File: src/rtl/gpio_irq_pkg.sv
package gpio_irq_pkg;

   // register kind carried in the upper address bits
   typedef enum logic [2:0] {
      KIND_LEVEL = 3'd0,
      KIND_DIR   = 3'd1,
      KIND_RISE  = 3'd2,
      KIND_FALL  = 3'd3,
      KIND_STAT  = 3'd4
   } reg_kind_e;

   localparam int unsigned KIND_W   = 3;
   localparam int unsigned MAX_WORD = 32;

endpackage

File: src/rtl/gpio_sync.sv
module gpio_sync #(
   parameter int unsigned WIDTH  = 1,
   parameter int unsigned STAGES = 2
) (
   input  logic             clk,
   input  logic             rst_n,
   input  logic [WIDTH-1:0] d,
   output logic [WIDTH-1:0] q
);

   if (STAGES < 2) begin : g_bad_stages
      $error("gpio_sync needs at least two stages");
   end
   if (WIDTH < 1) begin : g_bad_width
      $error("gpio_sync needs a nonzero width");
   end

   logic [WIDTH-1:0] chain [STAGES];

   always_ff @(posedge clk or negedge rst_n) begin
      if (!rst_n) begin
         for (int s = 0; s < STAGES; s++) chain[s] <= '0;
      end else begin
         chain[0] <= d;
         for (int s = 1; s < STAGES; s++) chain[s] <= chain[s-1];
      end
   end

   assign q = chain[STAGES-1];

endmodule

File: src/rtl/gpio_cfg_bank.sv
module gpio_cfg_bank #(
   parameter int unsigned WIDTH = 32
) (
   input  logic             clk,
   input  logic             rst_n,
   input  logic             wr_dir,
   input  logic             wr_rise,
   input  logic             wr_fall,
   input  logic [WIDTH-1:0] wdata,
   output logic [WIDTH-1:0] dir_q,
   output logic [WIDTH-1:0] rise_q,
   output logic [WIDTH-1:0] fall_q
);

   always_ff @(posedge clk or negedge rst_n) begin
      if (!rst_n) begin
         dir_q  <= '0;
         rise_q <= '0;
         fall_q <= '0;
      end else begin
         if (wr_dir)  dir_q  <= wdata;
         if (wr_rise) rise_q <= wdata;
         if (wr_fall) fall_q <= wdata;
      end
   end

   // direction word holds what was written
   a_r9_dir_write: assert property (@(posedge clk) disable iff (!rst_n)
      wr_dir |=> (dir_q == $past(wdata)));

   // enable words only change on their own write strobe
   a_r11_rise_hold: assert property (@(posedge clk) disable iff (!rst_n)
      !wr_rise |=> $stable(rise_q));

endmodule

File: src/rtl/gpio_edge_bank.sv
module gpio_edge_bank #(
   parameter int unsigned WIDTH = 32
) (
   input  logic             clk,
   input  logic             rst_n,
   input  logic [WIDTH-1:0] level_s,
   input  logic [WIDTH-1:0] rise_en,
   input  logic [WIDTH-1:0] fall_en,
   input  logic [WIDTH-1:0] clr_mask,
   output logic [WIDTH-1:0] stat_q
);

   logic [WIDTH-1:0] prev_q;
   logic [WIDTH-1:0] hit;

   for (genvar i = 0; i < WIDTH; i++) begin : g_bit
      logic up, down;
      assign up     = level_s[i] & ~prev_q[i];
      assign down   = ~level_s[i] & prev_q[i];
      assign hit[i] = (up & rise_en[i]) | (down & fall_en[i]);
   end

   always_ff @(posedge clk or negedge rst_n) begin
      if (!rst_n) begin
         prev_q <= '0;
         stat_q <= '0;
      end else begin
         prev_q <= level_s;
         // new event outranks a clear on the same edge
         stat_q <= (stat_q & ~clr_mask) | hit;
      end
   end

   // a detected event always leaves its bit set
   a_r6_edge_wins: assert property (@(posedge clk) disable iff (!rst_n)
      (|hit) |=> ((stat_q & $past(hit)) == $past(hit)));

   // cleared bits without a fresh event drop
   a_r5_clear_takes: assert property (@(posedge clk) disable iff (!rst_n)
      (|(clr_mask & ~hit)) |=> ((stat_q & $past(clr_mask & ~hit)) == '0));

   // no status bit rises without a qualified event
   a_r4_no_spurious: assert property (@(posedge clk) disable iff (!rst_n)
      ((stat_q & ~$past(stat_q) & ~$past(hit)) == '0));

endmodule

File: src/rtl/gpio_edge_irq.sv
module gpio_edge_irq
   import gpio_irq_pkg::*;
#(
   parameter int unsigned NUM_PINS    = 128,
   parameter int unsigned BANK_W      = 32,
   parameter int unsigned SYNC_STAGES = 2,
   localparam int unsigned NUM_BANKS  = NUM_PINS / BANK_W,
   localparam int unsigned BANK_AW    = (NUM_BANKS > 1) ? $clog2(NUM_BANKS) : 1,
   localparam int unsigned ADDR_W     = KIND_W + BANK_AW
) (
   input  logic                clk,
   input  logic                rst_n,
   input  logic                bus_sel,
   input  logic                bus_wr,
   input  logic [ADDR_W-1:0]   bus_addr,
   input  logic [BANK_W-1:0]   bus_wdata,
   output logic [BANK_W-1:0]   bus_rdata,
   input  logic [NUM_PINS-1:0] pad_in,
   output logic [NUM_PINS-1:0] pin_oe,
   output logic                irq_pin0,
   output logic                irq_pin1,
   output logic                irq_shared
);

   if (BANK_W < 2 || BANK_W > MAX_WORD) begin : g_bad_bank
      $error("bank width must lie between 2 and 32");
   end
   if (NUM_PINS % BANK_W != 0) begin : g_bad_pins
      $error("pin count must be a whole number of banks");
   end
   if (NUM_PINS < 3) begin : g_few_pins
      $error("at least three pins are needed");
   end

   reg_kind_e          kind;
   logic [BANK_AW-1:0] bank_idx;
   logic               wr_hit;

   assign kind     = reg_kind_e'(bus_addr[ADDR_W-1:BANK_AW]);
   assign bank_idx = bus_addr[BANK_AW-1:0];
   assign wr_hit   = bus_sel & bus_wr;

   logic [NUM_PINS-1:0]  level_all;
   logic [NUM_PINS-1:0]  rise_all;
   logic [NUM_PINS-1:0]  fall_all;
   logic [NUM_PINS-1:0]  stat_all;
   logic [NUM_BANKS-1:0] shared_or;

   gpio_sync #(
      .WIDTH  (NUM_PINS),
      .STAGES (SYNC_STAGES)
   ) u_sync (
      .clk   (clk),
      .rst_n (rst_n),
      .d     (pad_in),
      .q     (level_all)
   );

   for (genvar b = 0; b < NUM_BANKS; b++) begin : g_bank
      localparam int unsigned LO = b * BANK_W;
      logic              sel_b;
      logic [BANK_W-1:0] clr_b;

      assign sel_b = wr_hit && (int'(bank_idx) == b);
      assign clr_b = (sel_b && kind == KIND_STAT) ? bus_wdata : '0;

      gpio_cfg_bank #(.WIDTH(BANK_W)) u_cfg (
         .clk     (clk),
         .rst_n   (rst_n),
         .wr_dir  (sel_b && kind == KIND_DIR),
         .wr_rise (sel_b && kind == KIND_RISE),
         .wr_fall (sel_b && kind == KIND_FALL),
         .wdata   (bus_wdata),
         .dir_q   (pin_oe[LO +: BANK_W]),
         .rise_q  (rise_all[LO +: BANK_W]),
         .fall_q  (fall_all[LO +: BANK_W])
      );

      gpio_edge_bank #(.WIDTH(BANK_W)) u_edge (
         .clk      (clk),
         .rst_n    (rst_n),
         .level_s  (level_all[LO +: BANK_W]),
         .rise_en  (rise_all[LO +: BANK_W]),
         .fall_en  (fall_all[LO +: BANK_W]),
         .clr_mask (clr_b),
         .stat_q   (stat_all[LO +: BANK_W])
      );

      // bank 0 hands its two lowest pins to the private lines
      if (b == 0) begin : g_first
         assign shared_or[b] = |stat_all[BANK_W-1:2];
      end else begin : g_rest
         assign shared_or[b] = |stat_all[LO +: BANK_W];
      end
   end

   assign irq_pin0   = stat_all[0];
   assign irq_pin1   = stat_all[1];
   assign irq_shared = |shared_or;

   always_comb begin
      bus_rdata = '0;
      if (bus_sel && !bus_wr && int'(bank_idx) < NUM_BANKS) begin
         unique case (kind)
            KIND_LEVEL: bus_rdata = level_all[int'(bank_idx)*BANK_W +: BANK_W];
            KIND_DIR:   bus_rdata = pin_oe   [int'(bank_idx)*BANK_W +: BANK_W];
            KIND_RISE:  bus_rdata = rise_all [int'(bank_idx)*BANK_W +: BANK_W];
            KIND_FALL:  bus_rdata = fall_all [int'(bank_idx)*BANK_W +: BANK_W];
            KIND_STAT:  bus_rdata = stat_all [int'(bank_idx)*BANK_W +: BANK_W];
            default:    bus_rdata = '0;
         endcase
      end
   end

   // private line only rises if pad 0 had an enable set
   a_r7_pin0_src: assert property (@(posedge clk) disable iff (!rst_n)
      $rose(irq_pin0) |-> $past(rise_all[0] | fall_all[0]));

   // same for pad 1
   a_r7_pin1_src: assert property (@(posedge clk) disable iff (!rst_n)
      $rose(irq_pin1) |-> $past(rise_all[1] | fall_all[1]));

   // shared line needs an enabled pad above pad 1
   a_r8_shared_src: assert property (@(posedge clk) disable iff (!rst_n)
      $rose(irq_shared) |-> $past(|(rise_all[NUM_PINS-1:2] | fall_all[NUM_PINS-1:2])));

endmodule

File: config.mk
export PLATFORM = sky130hd
export DESIGN_NAME = gpio_edge_irq
export DESIGN_NICKNAME = d
export VERILOG_FILES = /design/src/rtl/gpio_irq_pkg.sv /design/src/rtl/gpio_sync.sv /design/src/rtl/gpio_cfg_bank.sv /design/src/rtl/gpio_edge_bank.sv /design/src/rtl/gpio_edge_irq.sv
export SDC_FILE = /design/constraint.sdc
export NUM_CORES = 1
export LEC_CHECK = 0
export CORE_MARGIN = 2
export CORE_UTILIZATION = 50
export CTS_CLUSTER_DIAMETER = 100
export DETAILED_ROUTE_END_ITERATION = 7
export MAX_ROUTING_LAYER = met4
export PLACE_DENSITY = 0.78
export SETUP_SLACK_MARGIN = 0.3
export SLEW_MARGIN = 20
export SYNTH_ARGS = -nofsm -noshare
export SYNTH_HDL_FRONTEND = slang
export SYNTH_HIERARCHICAL = 1
export SYNTH_SLANG_ARGS = --single-unit
File: constraint.sdc
create_clock -name clk -period 3.05 [get_ports clk]
set_input_delay 0.61 -clock clk [delete_from_list [all_inputs] [get_ports clk]]
set_output_delay 0.61 -clock clk [all_outputs]
set_load 0.02 [all_outputs]
Word-level counts from Yosys, hierarchy flattened
Cells that the tools add are included.
Word-level totals
  logic and storage cells: 974
  memories kept: 0
  flip-flop bits (word level): 896
  input bits: 169
  memory bits (writable): 0
  output and inout port bits: 163
  bits in latches: 0
  ROM bits: 0
Cells by class
  divide/modulo/power cells: 0
  bitwise logic cells: 909
  equal/unequal tests: 7
  shifts and indexed selects: 5
  reduce and logical (&&, ||, !) cells: 25
  mux-type cells: 6
  $lt $le $gt $ge: 0
  $mul: 0
  add/sub/neg operators: 0
Operators with widths (count)
  128-bit by 8-bit variable part select with 32-bit output: 5
  1-bit AND: 513
  1-bit inverter: 256
  32-bit two-way mux: 5
  32-bit case mux with 5 select lines: 1
  32-bit AND: 4
  32-bit inverter: 4
  1-bit OR: 128
  32-bit OR: 4
  126-bit OR reduction: 1
  1-bit logical AND: 21
  3-bit by 2-bit == test with 1-bit output (second input constant): 2
  2-bit == test (second input constant): 2
  3-bit by 1-bit == test with 1-bit output (second input constant): 1
  3-bit == test (second input constant): 1
  3-bit zero test: 1
  2-bit by 1-bit == test with 1-bit output (second input constant): 1
  2-bit zero test: 1
  1-bit zero test: 1

Longest topological paths before layout
  word-level depth: 7
  gate-level depth with buffers: 9
  gate-level depth less buffers: 6

Modules after synthesis
The synthesis kept the hierarchy.
Modules (own cells, without submodules)
  gpio_cfg_bank: cells an instance 204, seq. area each 2402.3 µm², area an instance 4035.1 µm², instances 4
  gpio_edge_bank: cells an instance 192, seq. area each 1601.5 µm², area an instance 2562.5 µm², instances 4
  gpio_edge_irq: cells an instance 1055, seq. area each 0.0 µm², area an instance 7663.6 µm², instances 1
  gpio_sync: cells an instance 384, seq. area each 6406.1 µm², area an instance 7367.1 µm², instances 1

Worst setup path after synthesis
No wires, ideal clock.
  path kind: input-to-output
  start point: in bus_addr[3]
  end point: out bus_rdata[4]
  buffers on the path: 3
  cell stages on the path: 8
  data arrival time: 2.234 ns
  setup slack: 0.206 ns
  required time: 2.440 ns
  cells stage by stage: buf_6 > nor2_2 > buf_4 > buf_2 > nand2_1 > a31oi_1 > o21ai_1 > nor4_1
Between the ends
  cells in the longest elaborated chain, start to end: 3
  elaborated cells between the ends (all ways): 7
  classes of those cells: eq/ne (4); mux (2); reduce/logical (1)
RTL lines
  from (decl): line gpio_edge_irq.sv:15  | input logic [ADDR_W-1:0] bus_addr,
  3-bit == test, or another cell as far along: line gpio_edge_irq.sv:104  | unique case (kind)
  32-bit case mux with 5 select lines (*): line gpio_edge_irq.sv:104
  32-bit two-way mux (*): line gpio_edge_irq.sv:103  | if (bus_sel && !bus_wr && int'(bank_idx) < NUM_BANKS) begin
  to (decl): line gpio_edge_irq.sv:17  | output logic [BANK_W-1:0] bus_rdata,
Mark *: on every way between the ends. The rest lies on a longest branch, timed or not.

Worst setup path in the final report
  start point: reg g_bank[2].u_edge.stat_q[11]
  end point: out irq_shared
Between the ends
  cells in the longest elaborated chain, start to end: 1
RTL lines
  from (decl): line gpio_edge_bank.sv:10  | output logic [WIDTH-1:0] stat_q
  from (signal assigned): line gpio_edge_bank.sv:30  | stat_q <= (stat_q & ~clr_mask) | hit;
  126-bit OR reduction: line gpio_edge_irq.sv:99  | assign irq_shared = |shared_or;
  to (decl): line gpio_edge_irq.sv:22  | output logic irq_shared
Every way passes these cells.

==> impl_metrics.py <==
metrics = {
    "run": {
        "maxCapViolCount": 0,
    },
    "final_layout": {
        "final_common_cell": "dfrtp_1",
        "layout-drive-gt1-share_pct": 37.2,
        "final_cell_mix": "dfrtp_1 (880), mux2_4 (361), clkdlybuf4s50_1 (291)",
        "nNetsFinal": 3722,
        "syn_to_final_growth_pct": 26.6,
        "fin_area_mm2": 0.0524,
    },
    "critical_path": {
        "rr_startpoint": "g_bank[3].u_cfg/dir_q[23]",
        "critPathLaunchType": "flip-flop",
        "worst-setup-path-type": "flip-flop to output pin",
        "setup.worst_path.end": "irq_shared",
        "endpoint_kind": "output pin",
        "cp_max_fo": 2,
        "worst_ep_arrival_time_ns": 2.47,
        "required_ns": 2.44,
        "reg2reg_slack_ns": 2.07,
        "r2r_end": "g_bank[3].u_cfg/dir_q[23]",
        "startpoint": "g_bank[2].u_edge/stat_q[11]",
        "worst-r2r-cell-count": 2,
    },
    "global_route": {
        "grt_pass1_wl_um": 192000,
        "track_usage_pct": 31.1,
        "grt_max_degree": 102,
        "grt_pass1_vias": 29311,
        "grt.overflow.total": 0,
        "antenna_found_initial": 3,
    },
    "synthesis": {
        "yosys_register_bits": 896,
        "synth_top_flop_cell": "dfrtp_1",
        "synth-compound-area-share_pct": 9.10,
        "syn_nets": 3192,
        "yosysSeqAreaShare_pct": 54.1,
        "synth_top_family_by_area": "multiplexers",
        "synthArstFlopShare_pct": 100,
        "synth_area_mm2": 0.0414,
        "synth_xor_area_share_pct": 0,
        "synth_edf_count": 0,
        "synth_cell_types": 57,
        "synth_simple_gate_area_share_pct": 11.4,
        "yosys_warnings": 6,
        "muxShareOfSynthArea_pct": 19.0,
        "syn-instance-count": 3023,
        "synthesis.area_per_instance_um2": 13.7,
        "synth_fa_ha_area_share_pct": 0,
    },
    "hold_path": {
        "worstHoldStart": "u_sync/chain[214]",
        "min_path_type": "flip-flop to flip-flop",
    },
    "clocking": {
        "cts.reportedPaths.clkPinSlew_ns": 0.06,
        "cts_tree": "yes",
        "cts_sinks": 896,
        "clk_latency_ns": 0.66,
        "numCtsBuffers": 94,
        "htreeDepth": 3,
        "cts_max_path_buffers": 3,
        "root_buffer": "clkbuf_16",
    },
    "routing": {
        "routedWlPerCell_um": 28.0,
        "drt_iter0_markers": 3230,
        "first_pass_iters": 6,
        "drcViolationCount": 0,
        "vias_per_cell": 6.14,
        "via_count": 28845,
        "routed_wirelength_um": 132000,
        "ant_nets": 0,
    },
    "power": {
        "power_w": 0.0311,
        "irDropWorstVdd_mv": 0.460,
        "p_leak_nw": 22.5,
        "pwr-share-clk_pct": 38.6,
        "p_comb_share_pct": 15.8,
        "switching_share_pct": 26.7,
        "power_per_cell_area_mw_per_mm2": 593,
        "seq_power_share_pct": 45.6,
        "switchingPower_w": 0.00829,
        "power.internal_w": 0.0228,
    },
    "die": {
        "initial_core_util_pct": 50.4,
        "dieArea_mm2": 0.0852,
        "die_w_um": 292,
        "ios": 332,
        "row_count": 105,
        "core_mm2": 0.0821,
        "die_y_um": 292,
    },
    "timing": {
        "fin_crit_ns": 3.08,
        "maxSlewViolCount": 0,
        "finClkSkew_ns": 0.0221,
        "worst_slack_ns": -0.0300,
        "slew_headroom_pct": 48.2,
        "worst_pin_slew_ns": 0.774,
        "hold_violations": 0,
        "setup_viol": 1,
        "finalCritPeriodShare_pct": 101,
        "rsz0062_at_grt": "yes",
        "timing.fmax_mhz": 325,
    },
    "outcome": {
        "violations": "negative setup slack",
        "outcome": "complete, but fails checks",
    },
    "place": {
        "place.gp.congestion": 0.934,
        "placed_area_mm2": 0.0463,
        "io_buffers": 331,
        "dp_hpwl_um": 82100,
    },
}
## stage by stage
stage	hold WS (ns)	utilization (%)	setup TNS, ns	cells	setup slack (ns)
after floorplan	0.314	-	0	3023	0.366
after global placement	0.333	56.3	-23.50	4365	-0.588
after detailed placement	0.335	56.3	-26.27	4365	-0.628
after CTS	0.328	62.6	-0.00610	4648	-0.00610
after global routing	0.343	63.8	-0.127	4698	-0.121
final	0.335	63.8	-0.0300	4698	-0.0300
## how the worst min path moves through the flow
stage	endpoint	slack, ns	cells after the start
2_1_floorplan	g_bank[0].u_cfg/dir_q[0]	0.31	0
3_3_place_gp	u_sync/q[8]	0.33	0
3_5_place_dp	u_sync/q[21]	0.33	0
4_1_cts	u_sync/q[86]	0.33	0
5_1_grt	u_sync/q[86]	0.34	0
6_report	u_sync/q[86]	0.33	0
## worst max-delay path, stage by stage, from the launching register on
cell and delay, ns:
dfrtp_1 0.40, nor4_2 0.29, buf_4 0.19, nand4_1 0.22, nor4_2 0.31, buf_4 0.19
nand2_4 0.07, buf_6 0.14
## area by class of cell
cell class,count,area [um2]
Multi-Input combinational cell,1831,17500
Fill cell,5595,29700
Antenna cell,2,5.00
Sequential cell,896,22400
Timing Repair Buffer,728,7910
Tap cell,1070,1340
Clock inverter,40,562
Clock buffer,129,2660
Inverter,2,7.51
## flip-flops by register name (all words and copies together), names as in the netlist
| register | count |
|---|---|
| g_bank.u_cfg/dir_q | 128 |
| g_bank.u_cfg/rise_q | 128 |
| g_bank.u_edge/prev_q | 128 |
| u_sync/chain | 128 |
| g_bank.u_cfg/fall_q | 128 |
| g_bank.u_edge/stat_q | 128 |
| u_sync/q | 128 |
## synthesized netlist by cell type (6+ instances only)
cell type  number  area share, %
mux2i_1       113            2.7
nor2_1         71           0.64
mux4_2         44            2.4
buf_12         39            1.9
and2_1        129            1.9
dfrtp_1       896             54
buf_2          46           0.56
nand3b_1      128            2.3
a31oi_1        34           0.51
o21ai_0        45           0.54
nor3_1         25           0.30
nand4_1         8           0.12
a2bb2oi_1       8           0.17
o21ai_1        31           0.37
nor4_1         41           0.62
o211ai_1       19           0.34
a221o_1        29           0.70
o221ai_1        9           0.19
o22ai_1         6          0.091
a21oi_1        50           0.60
nand3_1        15           0.18
mux2_4        360             13
buf_6          33           0.90
nand2b_1      132            2.0
o211ai_2      128            3.9
a211oi_1       17           0.31
mux2_2         29           0.79
nand2_1       252            2.3
nor4_2          6           0.18
and4_1          9           0.19
a221oi_1       48            1.0
buf_4         154            2.8
clkbuf_1       17           0.15
## layer usage
metal  GRT usage [%]  wire, um
met5               -         0
met1            40.9     52000
met4            15.9      7530
met3            7.45     13100
met2            45.0     58900
## repair_timing
item                                    CTS  global route
endpoints found under the setup margin   33            33
hold buffers                              1             0
buffers inserted                        105            42
pin swaps                                81            62
cloned                                    8             6
hold endpoints to repair                 38             0
gates resized for setup                 384           104
## cell families (layout without fill, tap and decap cells)
family,after synthesis,count (layout)
and+or+nand+nor,844,844
muxes,546,546
AOI/OAI and AO/OA,441,441
buffers and inverters,296,899
DFF,896,896
other,0,2
## power groups by stage
stage / Clock [W] / Sequential (W) / Combinational, W
after floorplan: 0 / 0.0141 / 0.00238
after global placement: 0 / 0.0143 / 0.00414
after detailed placement: 0 / 0.0143 / 0.00423
after CTS: 0.0121 / 0.0141 / 0.00468
after global routing: 0.0126 / 0.0142 / 0.00518
final: 0.0120 / 0.0142 / 0.00492
Power figures use the tool's default switching activity.
